==> src/rtl/ea_gen_pkg.sv <==
package ea_gen_pkg;

   localparam int unsigned OPC_LD  = 1;
   localparam int unsigned OPC_LDR = 2;
   localparam int unsigned OPC_ST  = 3;
   localparam int unsigned OPC_STR = 4;
   localparam int unsigned OPC_LA  = 5;
   localparam int unsigned OPC_LAR = 6;

   typedef struct packed {
      logic legal;
      logic mem_en;
      logic mem_wr;
      logic use_pc;
      logic use_base;
   } ea_ctl_t;

endpackage

==> src/rtl/ea_decode.sv <==
module ea_decode
   import ea_gen_pkg::*;
#(
   parameter int OPW  = 5,
   parameter int RIDX = 5
) (
   input  logic [OPW-1:0]  op,
   input  logic [RIDX-1:0] base_idx,
   output ea_ctl_t         ctl
);

   logic is_disp;
   logic is_rel;

   always_comb begin
      ctl     = '0;
      is_disp = 1'b0;
      is_rel  = 1'b0;
      unique case (op)
         OPW'(OPC_LD):  begin is_disp = 1'b1; ctl.mem_en = 1'b1; end
         OPW'(OPC_ST):  begin is_disp = 1'b1; ctl.mem_en = 1'b1; ctl.mem_wr = 1'b1; end
         OPW'(OPC_LA):  begin is_disp = 1'b1; end
         OPW'(OPC_LDR): begin is_rel  = 1'b1; ctl.mem_en = 1'b1; end
         OPW'(OPC_STR): begin is_rel  = 1'b1; ctl.mem_en = 1'b1; ctl.mem_wr = 1'b1; end
         OPW'(OPC_LAR): begin is_rel  = 1'b1; end
         default:       ;
      endcase
      ctl.legal    = is_disp | is_rel;
      ctl.use_pc   = is_rel;
      // a zero base field selects "no base", never register 0
      ctl.use_base = is_disp & (base_idx != '0);
   end

endmodule

==> src/rtl/ea_sum.sv <==
module ea_sum
   import ea_gen_pkg::*;
#(
   parameter int XLEN   = 32,
   parameter int C1W    = 22,
   parameter int C2W    = 17,
   parameter bit SHARED = 1'b1
) (
   input  ea_ctl_t         ctl,
   input  logic [C1W-1:0]  c_rel,
   input  logic [C2W-1:0]  c_disp,
   input  logic [XLEN-1:0] base,
   input  logic [XLEN-1:0] pc,
   output logic [XLEN-1:0] sum
);

   localparam int EXT1 = XLEN - C1W;
   localparam int EXT2 = XLEN - C2W;

   logic [XLEN-1:0] rel_off;
   logic [XLEN-1:0] disp_off;
   logic [XLEN-1:0] base_gated;

   assign rel_off    = {{EXT1{c_rel[C1W-1]}}, c_rel};
   assign disp_off   = {{EXT2{c_disp[C2W-1]}}, c_disp};
   assign base_gated = ctl.use_base ? base : '0;

   generate
      if (SHARED) begin : g_shared
         logic [XLEN-1:0] opa;
         logic [XLEN-1:0] opb;
         assign opa = ctl.use_pc ? pc      : base_gated;
         assign opb = ctl.use_pc ? rel_off : disp_off;
         assign sum = opa + opb;
      end else begin : g_split
         logic [XLEN-1:0] disp_sum;
         logic [XLEN-1:0] rel_sum;
         assign disp_sum = base_gated + disp_off;
         assign rel_sum  = pc + rel_off;
         assign sum      = ctl.use_pc ? rel_sum : disp_sum;
      end
   endgenerate

endmodule

==> src/rtl/ea_oreg.sv <==
module ea_oreg #(
   parameter int XLEN = 32,
   parameter int RIDX = 5
) (
   input  logic            clk,
   input  logic            rst_n,
   input  logic            d_valid,
   input  logic [XLEN-1:0] d_addr,
   input  logic            d_mem_en,
   input  logic            d_mem_wr,
   input  logic [RIDX-1:0] d_dest,
   output logic            q_valid,
   output logic [XLEN-1:0] q_addr,
   output logic            q_mem_en,
   output logic            q_mem_wr,
   output logic [RIDX-1:0] q_dest
);

   always_ff @(posedge clk or negedge rst_n) begin
      if (!rst_n) begin
         q_valid  <= 1'b0;
         q_addr   <= '0;
         q_mem_en <= 1'b0;
         q_mem_wr <= 1'b0;
         q_dest   <= '0;
      end else begin
         q_valid  <= d_valid;
         q_addr   <= d_addr;
         q_mem_en <= d_valid & d_mem_en;
         q_mem_wr <= d_valid & d_mem_wr;
         q_dest   <= d_dest;
      end
   end

endmodule

==> src/rtl/ea_gen.sv <==
module ea_gen
   import ea_gen_pkg::*;
#(
   parameter int XLEN         = 32,
   parameter int OPW          = 5,
   parameter int RIDX         = 5,
   parameter bit SHARED_ADDER = 1'b1
) (
   input  logic            clk,
   input  logic            rst_n,
   input  logic            in_valid,
   input  logic [XLEN-1:0] instr,
   input  logic [XLEN-1:0] pc,
   output logic [RIDX-1:0] rf_raddr,
   input  logic [XLEN-1:0] rf_rdata,
   output logic            out_valid,
   output logic [XLEN-1:0] out_addr,
   output logic            out_mem_en,
   output logic            out_mem_wr,
   output logic [RIDX-1:0] out_dest
);

   localparam int OP_LSB = XLEN - OPW;
   localparam int RA_LSB = OP_LSB - RIDX;
   localparam int RB_LSB = RA_LSB - RIDX;
   localparam int C1W    = RA_LSB;
   localparam int C2W    = RB_LSB;

   generate
      if (OPW < 3) begin : g_bad_opw
         $error("ea_gen: OPW must hold opcodes up to 6");
      end
      if (RB_LSB < 2) begin : g_bad_fields
         $error("ea_gen: XLEN too small for opcode and two register fields");
      end
   endgenerate

   logic [OPW-1:0]  f_op;
   logic [RIDX-1:0] f_ra;
   logic [RIDX-1:0] f_rb;
   logic [C1W-1:0]  f_c1;
   logic [C2W-1:0]  f_c2;
   ea_ctl_t         ctl;
   logic [XLEN-1:0] sum;

   assign f_op = instr[XLEN-1:OP_LSB];
   assign f_ra = instr[OP_LSB-1:RA_LSB];
   assign f_rb = instr[RA_LSB-1:RB_LSB];
   assign f_c1 = instr[C1W-1:0];
   assign f_c2 = instr[C2W-1:0];

   assign rf_raddr = f_rb;

   ea_decode #(.OPW(OPW), .RIDX(RIDX)) u_dec (
      .op       (f_op),
      .base_idx (f_rb),
      .ctl      (ctl)
   );

   ea_sum #(.XLEN(XLEN), .C1W(C1W), .C2W(C2W), .SHARED(SHARED_ADDER)) u_sum (
      .ctl    (ctl),
      .c_rel  (f_c1),
      .c_disp (f_c2),
      .base   (rf_rdata),
      .pc     (pc),
      .sum    (sum)
   );

   ea_oreg #(.XLEN(XLEN), .RIDX(RIDX)) u_oreg (
      .clk      (clk),
      .rst_n    (rst_n),
      .d_valid  (in_valid & ctl.legal),
      .d_addr   (sum),
      .d_mem_en (ctl.mem_en),
      .d_mem_wr (ctl.mem_wr),
      .d_dest   (f_ra),
      .q_valid  (out_valid),
      .q_addr   (out_addr),
      .q_mem_en (out_mem_en),
      .q_mem_wr (out_mem_wr),
      .q_dest   (out_dest)
   );

endmodule

==> config.mk <==
export PLATFORM = sky130hd
export DESIGN_NAME = ea_gen
export DESIGN_NICKNAME = d
export VERILOG_FILES = /design/src/rtl/ea_gen_pkg.sv /design/src/rtl/ea_decode.sv /design/src/rtl/ea_sum.sv /design/src/rtl/ea_oreg.sv /design/src/rtl/ea_gen.sv
export SDC_FILE = /design/constraint.sdc
export NUM_CORES = 1
export LEC_CHECK = 0
export BUFFER_PORTS_ARGS = -buffer_cell sky130_fd_sc_hd__buf_2
export CORE_MARGIN = 2
export CORE_UTILIZATION = 48
export DETAILED_ROUTE_END_ITERATION = 16
export GPL_ROUTABILITY_DRIVEN = 0
export PLACE_DENSITY = 0.81
export SYNTH_ARGS = -nofsm -noshare
export SYNTH_HDL_FRONTEND = slang
export SYNTH_SLANG_ARGS = --single-unit
export TNS_END_PERCENT = 1
==> constraint.sdc <==
create_clock -name clk -period 0.8 [get_ports clk]
set_input_delay 0.12 -clock clk [delete_from_list [all_inputs] [get_ports clk]]
set_output_delay 0.12 -clock clk [all_outputs]
set_load 0.01 [all_outputs]
==> reports/qor.csv <==
metric,value,unit
status,"complete, but fails checks",
failing checks,setup timing,
slew margin rel.,0.593,
clock tree from TritonCTS,built,
sequential share of power,0.320,
dominant cell type by area after synthesis,dfrtp_1,
IO Count,144,
cts bufs inserted,5,
CP Class,input port to flop,
Area Overhead vs Synth,60.1,%
Switching Share,0.299,
Pwr Density,1460,mW/mm²
"Warnings, synthesis",0,
WL/cell,17.1,µm
Worst EP required,1.03,ns
syn nets,472,
Final Total Pwr,7.45,mW
vias in the first global route,3840,
DIE AREA,0.00729,mm²
largest net degree at the start of global routing,41,
# DRC,0,
setup_tns,-52.99,ns
"FF+latch count, synth",40,
switching power total,2.23,mW
layout cell share with drive strength beyond 1,0.494,
cells after synthesis,338,
leakage,2.76,nW
CTS sink cnt,40,
clock share of power,0.316,
1st-pass router iterations,4,
"top cells by area, synth","dfrtp_1 (31%), ha_1 (13%), a22o_1 (8.5%)",
unrepaired setup endpoints after global routing,true,
Slew Limit Fails,0,
ANT nets after route,0,
Final setup viols,72,
antenna cells,0,
total global routing overflow,0,
Avg Vias per Cell,5.72,
Power Internal,5.22,mW
Max VDD drop,1.06,mV
Finished Core Util,0.797,
Final nets,702,
# rows,29,
initial antenna violation count,0,
vias,3697,
crit-path max FO,3,
Routed Wire Length,11000,µm
Critical Path AT,2.91,ns
global-route wire length before repair,17500,µm
final critical-path required period,2.68,ns
DR iter-0 viols,167,
Total GRT Usage,0.298,
Worst setup EP type,flop,
Final Cycle Share,3.35,
clk slew on worst S/H paths,0.08,ns
Slew @ Worst Pin,0.595,ns
core footprint,0.00639,mm²
# fillers,377,
Final Worst Setup Slack,-1.88,ns
HP Class,input port to flop,
CTS H-tree depth,2,
syn_area_per_cell,9.41,µm²
IO Port Bufs,143,
Layout Cell Area excl Fill,0.00509,mm²
Fin. Hold Viols,0,
Hold Startpoint,instr[0],
combinational cell fraction of total power,0.364,
DP Area,0.00465,mm²
CTS root buf,clkbuf_8,
CP Launch Type,input port,
DIE WIDTH,85.4,µm
post-synthesis sequential area ratio,0.315,
Crit. Startpoint,instr[31],
Unique masters post-synth,50,
CP endpoint,u_oreg.q_addr[30],
max_cap viols,0,
clock buffer depth,2,
Die Y,85.4,µm
mapped cell area,0.00318,mm²
Peak Freq,373,MHz
post-DP HPWL,7750,µm
Starting Density,0.498,
share of the synthesized area in the top cell type,0.315,
==> synthesized netlist by cell type, drive strengths merged <==
cell type  count
xor2          13
a311o          1
dfrtp         40
nand3          2
a41oi          1
o2111a         1
nand2b         1
fa             1
and2           2
buf            8
a22o          31
nand2         24
o21ai         13
nor3           4
ha            34
nor2b          3
o31ai          1
nand3b         1
and3           4
a2111oi        1
inv           11
a31o           1
a21boi         1
clkbuf         9
a22oi          1
o211ai         3
o21a          10
o22ai          2
xnor2         19
a211oi         1
a21o          21
and4           1
nand4          8
and4bb         1
a211o          4
a31oi          2
or2            2
nor3b          1
or3            1
a21oi         27
o2111ai        2
nor2          15
o21bai         9
==> power by group through the flow <==
stage | logic, mW | registers [mW] | clock network, mW
global route | 2.93 | 2.40 | 2.43
finish | 2.71 | 2.38 | 2.35
detailed placement | 2.45 | 2.41 | 0
CTS | 2.58 | 2.38 | 2.35
floorplan | 1.07 | 2.55 | 0
global placement | 2.37 | 2.41 | 0
==> cell usage in the layout, fill, tap and decap left out, types with 5 or more instances in the layout <==
master / n
o21a_1: 10
dlygate4sd3_1: 6
buf_6: 8
a21oi_2: 8
ha_1: 32
a22o_1: 31
nor2_1: 12
xnor2_1: 18
nand2_1: 23
inv_1: 9
o21bai_1: 9
o21ai_1: 9
buf_4: 86
nand4_1: 8
clkbuf_8: 5
xor2_1: 12
a21o_1: 21
a21oi_1: 17
dfrtp_1: 40
buf_2: 136
==> worst min-delay path by stage <==
stage | to | slack [ns] | cells after the start
after global routing | u_oreg.q_addr[0] | 0.07 | 2
after floorplan | u_oreg.q_addr[0] | -0.18 | 0
after global placement | u_oreg.q_dest[4] | 0.11 | 2
after CTS | u_oreg.q_addr[0] | 0.05 | 2
final | u_oreg.q_addr[0] | 0.07 | 2
after detailed placement | u_oreg.q_dest[4] | 0.11 | 2
==> flip-flops by register name (all words and copies together) (netlist names) <==
signal	flops
u_oreg.q_valid	1
u_oreg.q_mem_wr	1
u_oreg.q_mem_en	1
u_oreg.q_dest	5
u_oreg.q_addr	32
==> layer usage <==
layer / track usage / wire length (µm) / up-vias
li1: - / - / 1712
met4: 0.105 / 329 / 0
met5: 0 / 0 / -
met1: 0.357 / 4360 / 1744
met2: 0.539 / 5660 / 199
met3: 0.0438 / 689 / 42
==> logic make-up after synthesis <==
logic type / Yosys count / share of synthesized area
AND/OR/NAND/NOR: 70 / 0.112
buffers and inverters: 28 / 0.0393
AO/OA/AOI/OAI: 133 / 0.306
adder cells (fa/ha/maj): 35 / 0.140
XOR/XNOR: 32 / 0.0881
flip-flops: 40 / 0.315
==> timing repair <==
action	CTS	global route
hold endpoints to repair	45	0
gates cloned	0	0
endpoints found under the setup margin	73	73
hold buffers	6	0
buffers inserted	1	1
gates resized for setup	23	21
pin swaps	15	7
==> worst max-delay path: stages <==
cell       delay, ns
buf_6           0.10
nor2_4          0.13
nand3_2         0.13
a21oi_4         0.21
a22o_1          0.21
ha_4            0.14
inv_2           0.04
fa_2            0.37
nor2b_4         0.16
o2111ai_2       0.15
a211oi_2        0.28
and4bb_1        0.24
nor3_2          0.18
nor3_2          0.10
o21ai_1         0.19
xor2_1          0.15
==> layout make-up <==
class | count | area [µm²] | share of cell area
inverters | 11 | 41.3 | 0.00811
multi-input cells | 270 | 2240 | 0.439
clock inverters | 3 | 90.1 | 0.0177
well taps | 77 | 96.3 | 0.0189
flip-flops and latches | 40 | 1000 | 0.197
clock buffers | 5 | 68.8 | 0.0135
repair buffers | 240 | 1560 | 0.306
==> stage by stage <==
step           hold slack (ns)  setup WS (ns)  instances
2_1_floorplan           -0.176          -1.94        338
3_3_place_gp             0.108          -2.19        630
3_5_place_dp             0.110          -2.32        630
4_1_cts                 0.0507          -1.86        645
5_1_grt                 0.0706          -2.05        646
6_report                0.0709          -1.88        646
Note: power is estimated with default switching activity, not from simulation.
